**config.mk**
```make
export PLATFORM = sky130hd
export DESIGN_NAME = dma_slot_meter
export DESIGN_NICKNAME = d
export VERILOG_FILES = /design/src/rtl/dma_slot_meter_pkg.sv /design/src/rtl/dma_slot_meter_ctrl.sv /design/src/rtl/dma_slot_meter_dp.sv /design/src/rtl/dma_slot_meter.sv
export SDC_FILE = /design/constraint.sdc
export NUM_CORES = 1
export LEC_CHECK = 0
export ABC_AREA = 1
export BUFFER_PORTS_ARGS = -buffer_cell sky130_fd_sc_hd__buf_2
export CORE_ASPECT_RATIO = 2
export CORE_MARGIN = 1.5
export CORE_UTILIZATION = 30
export CTS_CLUSTER_DIAMETER = 40
export CTS_CLUSTER_SIZE = 25
export DETAILED_ROUTE_END_ITERATION = 6
export MAX_ROUTING_LAYER = met4
export PLACE_DENSITY = 0.54
export SYNTH_ARGS = -nofsm -noshare
export SYNTH_HDL_FRONTEND = slang
export SYNTH_HIERARCHICAL = 1
export SYNTH_SLANG_ARGS = --single-unit
```
**constraint.sdc**
```tcl
create_clock -name clk -period 6.8 [get_ports clk]
set_input_delay 0.68 -clock clk [delete_from_list [all_inputs] [get_ports clk]]
set_output_delay 0.68 -clock clk [all_outputs]
set_load 0.03 [all_outputs]
```
**src/rtl/dma_slot_meter_pkg.sv**
```systemverilog
package dma_slot_meter_pkg;

  localparam int GRANT_W = 8;

  typedef enum logic [1:0] {
    KIND_MEM_A = 2'd0,
    KIND_MEM_B = 2'd1,
    KIND_FILL  = 2'd2,
    KIND_COPY  = 2'd3
  } dmaKind_e;

  // Control-to-datapath strobes
  typedef struct packed {
    logic load;      // capture length and kind
    logic grantNow;  // line start while running
    logic zeroGrant; // line start while not running
  } meterStrobe_t;

  // Allowance per line: index {active/blank}{32/40}
  localparam logic [GRANT_W-1:0] MEM_ACT_N  = 8'd16;
  localparam logic [GRANT_W-1:0] MEM_ACT_W  = 8'd18;
  localparam logic [GRANT_W-1:0] MEM_BLK_N  = 8'd166;
  localparam logic [GRANT_W-1:0] MEM_BLK_W  = 8'd204;
  localparam logic [GRANT_W-1:0] FILL_ACT_N = 8'd15;
  localparam logic [GRANT_W-1:0] FILL_ACT_W = 8'd17;
  localparam logic [GRANT_W-1:0] FILL_BLK_N = 8'd165;
  localparam logic [GRANT_W-1:0] FILL_BLK_W = 8'd203;
  localparam logic [GRANT_W-1:0] COPY_ACT_N = 8'd8;
  localparam logic [GRANT_W-1:0] COPY_ACT_W = 8'd9;
  localparam logic [GRANT_W-1:0] COPY_BLK_N = 8'd83;
  localparam logic [GRANT_W-1:0] COPY_BLK_W = 8'd102;

  function automatic logic [GRANT_W-1:0] slotBudget(dmaKind_e kind, logic wide, logic blank);
    logic [GRANT_W-1:0] val;
    unique case (kind)
      KIND_FILL: val = blank ? (wide ? FILL_BLK_W : FILL_BLK_N) : (wide ? FILL_ACT_W : FILL_ACT_N);
      KIND_COPY: val = blank ? (wide ? COPY_BLK_W : COPY_BLK_N) : (wide ? COPY_ACT_W : COPY_ACT_N);
      default:   val = blank ? (wide ? MEM_BLK_W  : MEM_BLK_N)  : (wide ? MEM_ACT_W  : MEM_ACT_N);
    endcase
    return val;
  endfunction

endpackage

```
**src/rtl/dma_slot_meter_ctrl.sv**
```systemverilog
module dma_slot_meter_ctrl
  import dma_slot_meter_pkg::*;
(
  input  logic         clk,
  input  logic         rst_n,
  input  logic         startReq,
  input  logic [1:0]   dmaType,
  input  logic         lenZero,
  input  logic         lineStart,
  input  logic         dataWrite,
  input  logic         lastLine,
  output meterStrobe_t strobes,
  output logic         busy,
  output logic         done
);

  typedef enum logic [1:0] {ST_IDLE, ST_ARMED, ST_RUN} meterState_e;

  meterState_e state, stateNext;
  logic        doneNext;

  always_comb begin
    stateNext         = state;
    doneNext          = 1'b0;
    strobes.load      = 1'b0;
    strobes.grantNow  = 1'b0;
    strobes.zeroGrant = 1'b0;
    unique case (state)
      ST_IDLE: begin
        strobes.zeroGrant = lineStart;
        if (startReq && !lenZero) begin
          strobes.load = 1'b1;
          stateNext    = (dmaType == KIND_FILL) ? ST_ARMED : ST_RUN;
        end
      end
      ST_ARMED: begin
        strobes.zeroGrant = lineStart;
        if (dataWrite) stateNext = ST_RUN;
      end
      ST_RUN: begin
        strobes.grantNow = lineStart;
        if (lineStart && lastLine) begin
          stateNext = ST_IDLE;
          doneNext  = 1'b1;
        end
      end
      default: stateNext = ST_IDLE;
    endcase
  end

  always_ff @(posedge clk) begin
    if (!rst_n) begin
      state <= ST_IDLE;
      done  <= 1'b0;
    end else begin
      state <= stateNext;
      done  <= doneNext;
    end
  end

  assign busy = (state != ST_IDLE);

endmodule

```
**src/rtl/dma_slot_meter_dp.sv**
```systemverilog
module dma_slot_meter_dp
  import dma_slot_meter_pkg::*;
#(
  parameter int LEN_W = 16
) (
  input  logic               clk,
  input  logic               rst_n,
  input  meterStrobe_t       strobes,
  input  logic [LEN_W-1:0]   length,
  input  logic [1:0]         dmaType,
  input  logic               wide,
  input  logic               blank,
  output logic [GRANT_W-1:0] grant,
  output logic               lastLine
);

  logic [LEN_W-1:0]   remaining;
  dmaKind_e           kindQ;
  logic [GRANT_W-1:0] budget;
  logic [LEN_W-1:0]   budgetExt;
  logic [GRANT_W-1:0] grantNext;

  assign budget    = slotBudget(kindQ, wide, blank);
  assign budgetExt = LEN_W'(budget);
  assign lastLine  = (remaining <= budgetExt);
  assign grantNext = lastLine ? remaining[GRANT_W-1:0] : budget;

  always_ff @(posedge clk) begin
    if (!rst_n) begin
      remaining <= '0;
      kindQ     <= KIND_MEM_A;
      grant     <= '0;
    end else begin
      if (strobes.load) begin
        remaining <= length;
        kindQ     <= dmaKind_e'(dmaType);
      end else if (strobes.grantNow) begin
        remaining <= remaining - LEN_W'(grantNext);
      end
      if (strobes.grantNow)       grant <= grantNext;
      else if (strobes.zeroGrant) grant <= '0;
    end
  end

endmodule

```
**src/rtl/dma_slot_meter.sv**
```systemverilog
module dma_slot_meter
  import dma_slot_meter_pkg::*;
#(
  parameter int LEN_W = 16
) (
  input  logic             clk,
  input  logic             rst_n,
  input  logic             startReq,
  input  logic [1:0]       dmaType,
  input  logic [LEN_W-1:0] length,
  input  logic             wide,
  input  logic             blank,
  input  logic             lineStart,
  input  logic             dataWrite,
  output logic             busy,
  output logic [7:0]       grant,
  output logic             done
);

  meterStrobe_t strobes;
  logic         lastLine;
  logic         lenZero;

  assign lenZero = (length == '0);

  dma_slot_meter_ctrl u_ctrl (
    .clk       (clk),
    .rst_n     (rst_n),
    .startReq  (startReq),
    .dmaType   (dmaType),
    .lenZero   (lenZero),
    .lineStart (lineStart),
    .dataWrite (dataWrite),
    .lastLine  (lastLine),
    .strobes   (strobes),
    .busy      (busy),
    .done      (done)
  );

  dma_slot_meter_dp #(.LEN_W(LEN_W)) u_dp (
    .clk      (clk),
    .rst_n    (rst_n),
    .strobes  (strobes),
    .length   (length),
    .dmaType  (dmaType),
    .wide     (wide),
    .blank    (blank),
    .grant    (grant),
    .lastLine (lastLine)
  );

endmodule

```
==> impl_metrics.env <==
export IMPL_period_needed_ps=3845
export IMPL_critical_path_max_stage_delay_ps=410
export IMPL_fin_total_pwr_mw=0.9460
export IMPL_path_max_fanout=9
export IMPL_clockRootBuffer="clkbuf_16"
export IMPL_cp_start_kind="primary input"
export IMPL_grt_use_total_pct=18.26
export IMPL_dp_hpwl_mm=5.904
export IMPL_routed_wl_mm=7.238
export IMPL_place_ws_ps=2671
export IMPL_syn_area_um2=2440
export IMPL_avgViaCountPerCell=4.952
export IMPL_slowest_stage="fa_1"
export IMPL_fin_ws_ps=2955
export IMPL_timing_final_crit_share_pct=56.54
export IMPL_vias=2560
export IMPL_placedCellCount=510
export IMPL_worstHoldStart="u_dp/grant[5]"
export IMPL_power_density_nw_per_um2=333.4
export IMPL_ys_seq_area_share_pct=23.79
export IMPL_fin_hold_ws_ps=457.7
export IMPL_grt_pass1_wl_mm=11.49
export IMPL_r2r_start="u_dp/kindQ[1]"
export IMPL_grt_pass1_vias=2431
export IMPL_start_util_pct=30.94
export IMPL_hold_viol_final=0
export IMPL_tns_ps=0
export IMPL_dr_pass1_iters=4
export IMPL_path_buf_inv=4
export IMPL_fp_dieArea_um2=8716
export IMPL_post_cts_resized=0
export IMPL_finalSetupViolCount=0
export IMPL_nNetsFinal=467
export IMPL_drc_errors=0
export IMPL_finalMaxSlewViolations=0
export IMPL_hold_path_cell_count=2
export IMPL_yosysTopAreaCell="dfxtp_1"
export IMPL_diodes=0
export IMPL_synthDistinctLibCells=39
export IMPL_startpoint="blank"
export IMPL_worst_setup_path_type="primary input to flip-flop"
export IMPL_cts_buffers=5
export IMPL_crit_top_cell="nand2_1"
export IMPL_io_buffers=34
export IMPL_min_to="u_dp/grant[5]"
export IMPL_drt_wirelength_per_cell_um=14.00
export IMPL_yosysWarningCount=6
export IMPL_clk_pin_slew_ps=50
export IMPL_cap_viol_max_count=0
export IMPL_final_area_um2=2838
export IMPL_slew_headroom_pct=23.79
export IMPL_ant_nets=0
export IMPL_die_w_um=66.77
export IMPL_worstRegToRegCells=23
export IMPL_clock_latency_ps=280
export IMPL_antenna_found_initial=0
export IMPL_cp_arrival_ps=4040
export IMPL_syn_mean_instance_area_um2=6.321
export IMPL_cts_hold_buf=0
export IMPL_stdcell_count=517
export IMPL_clock_sinks=29
export IMPL_vdd_drop_max_mv=0.1386
export IMPL_r2r_slack_ps=3150
export IMPL_synth_top_area_share_pct=23.79
export IMPL_fin_util_pct=35.99
export IMPL_drt_initial_drc_count=109
export IMPL_worstMarginPinSlew_ps=1139
export IMPL_die_y_um=130.5
export IMPL_hp_class="flip-flop to flip-flop"
export IMPL_fmax_mhz=260.1
export IMPL_crit_required_ps=7000
export IMPL_synth_area_top_cells="dfxtp_1, nand2_1, ha_1, inv_1, nand3_1"
export IMPL_rows=46
export IMPL_leakage_nw=1.426
export IMPL_cts_tree="done"
export IMPL_io_pins=35
export IMPL_cts_max_path_buffers=2
export IMPL_finalClockSkew_ps=8.876
export IMPL_cp_top_family="simple AND/OR/NAND/NOR gates"
export IMPL_h_tree_depth=2
export IMPL_ys_ff_latch=29
export IMPL_post_cts_setup_buffers=0
export IMPL_drive_gt1_share_pct=14.01
export IMPL_placed_area_um2=2695
export IMPL_crit_path_end_kind="flip-flop"
export IMPL_place_congestion=0.8867
export IMPL_syn_num_nets=432
export IMPL_r2r_end="u_dp/remaining[14]"
export IMPL_status="completed"
export IMPL_grt_ovfl_total=0
export IMPL_synth_cells=386
export IMPL_areaGrowthSynthToFinish_pct=16.31
export IMPL_grt_setup_unrepaired="false"
export IMPL_core_area_um2=7885
export IMPL_grt_max_degree=23
## power by group
group / switching, mW / leakage (nW) / internal [mW]
clock: 0.0755 / 0.0700 / 0.143
sequential: 0.0274 / 0.237 / 0.194
combinational: 0.329 / 1.12 / 0.177
total: 0.432 / 1.43 / 0.514
## tightest hold or removal path, delay by kind of cell, from the launching register on
kind            cells  cell delay (ps)
simple gates        1               60
flops               1              300
compound gates      1               50
## worst max-delay path by stage
stage | endpoint | depth (start not counted) | slack, ps
2_1_floorplan | u_dp/remaining[10] | 25 | 3340
3_3_place_gp | u_dp/remaining[10] | 27 | 2760
3_5_place_dp | u_dp/remaining[14] | 27 | 2670
4_1_cts | u_dp/remaining[10] | 27 | 2980
5_1_grt | u_dp/remaining[14] | 27 | 2610
6_report | u_dp/remaining[14] | 27 | 2960
## routing by layer
metal | track usage, % | part of all wire (%) | vias up
met1 | 16.76 | 35 | 1166
met4 | 10.08 | 3.8 | 0
met2 | 35.12 | 58 | 61
li1 | - | - | 1316
met3 | 1.969 | 2.5 | 17
met5 | - | 0 | -
## kinds of logic after synthesis
logic type | after synthesis | synth area share, %
simple gates | 191 | 35.54
fa+ha+maj | 21 | 11.08
xor+xnor | 4 | 1.436
flops | 29 | 23.80
compound gates | 66 | 15.95
buf+inv | 75 | 12.20
## state kept, by name (all words and copies together) (netlist names)
signal          cells
u_ctrl/done         1
u_ctrl/state        2
u_dp/grant          8
u_dp/kindQ          2
u_dp/remaining     16
## synth_stat cells
| library cell | n |
|---|---|
| nand2_1 | 94 |
| inv_1 | 65 |
| nand3_1 | 37 |
| nor2_1 | 35 |
| a21oi_1 | 32 |
| dfxtp_1 | 29 |
| ha_1 | 20 |
| a22oi_1 | 11 |
| o21ai_0 | 10 |
| nand2_2 | 5 |
| nor3_1 | 4 |
| a31oi_1 | 3 |
| clkbuf_1 | 3 |
| o21bai_1 | 3 |
| xor2_1 | 3 |
| and2_1 | 2 |
| buf_2 | 2 |
| inv_2 | 2 |
| nand3_2 | 2 |
| nand3_4 | 2 |
| nand4_1 | 2 |
| nor2_2 | 2 |
| nor2_4 | 2 |
| a21o_1 | 1 |
| a21oi_2 | 1 |
| clkbuf_4 | 1 |
| clkbuf_8 | 1 |
| clkinv_1 | 1 |
| fa_1 | 1 |
| nand2_4 | 1 |
| nand3b_1 | 1 |
| o211ai_1 | 1 |
| o21ai_1 | 1 |
| o21bai_2 | 1 |
| o221ai_1 | 1 |
| o22ai_1 | 1 |
| or2_0 | 1 |
| or2_1 | 1 |
| xnor2_1 | 1 |
## final cells by class
class                           instances  area (um^2)
Fill cell                             875         5047
Multi-Input combinational cell        282         1562
Sequential cell                        29        580.6
Inverter                               68        255.2
Timing Repair Buffer                   35        177.7
Clock buffer                            7        142.6
Tap cell                               96        120.1
## placed cells by master (no fill, tap or decap), types with 2 or more instances in the layout
cell type	n
nand2_1	94
inv_1	65
nand3_1	37
nor2_1	35
buf_2	34
a21oi_1	32
dfxtp_1	29
ha_1	20
a22oi_1	11
o21ai_0	10
clkbuf_16	5
nand2_2	5
nor3_1	4
o21bai_1	3
xor2_1	3
a31oi_1	3
and2_1	2
inv_2	2
nor2_2	2
nand4_1	2
nor2_4	2
nand3_2	2
nand3_4	2
(Power assumes the default switching activity.)
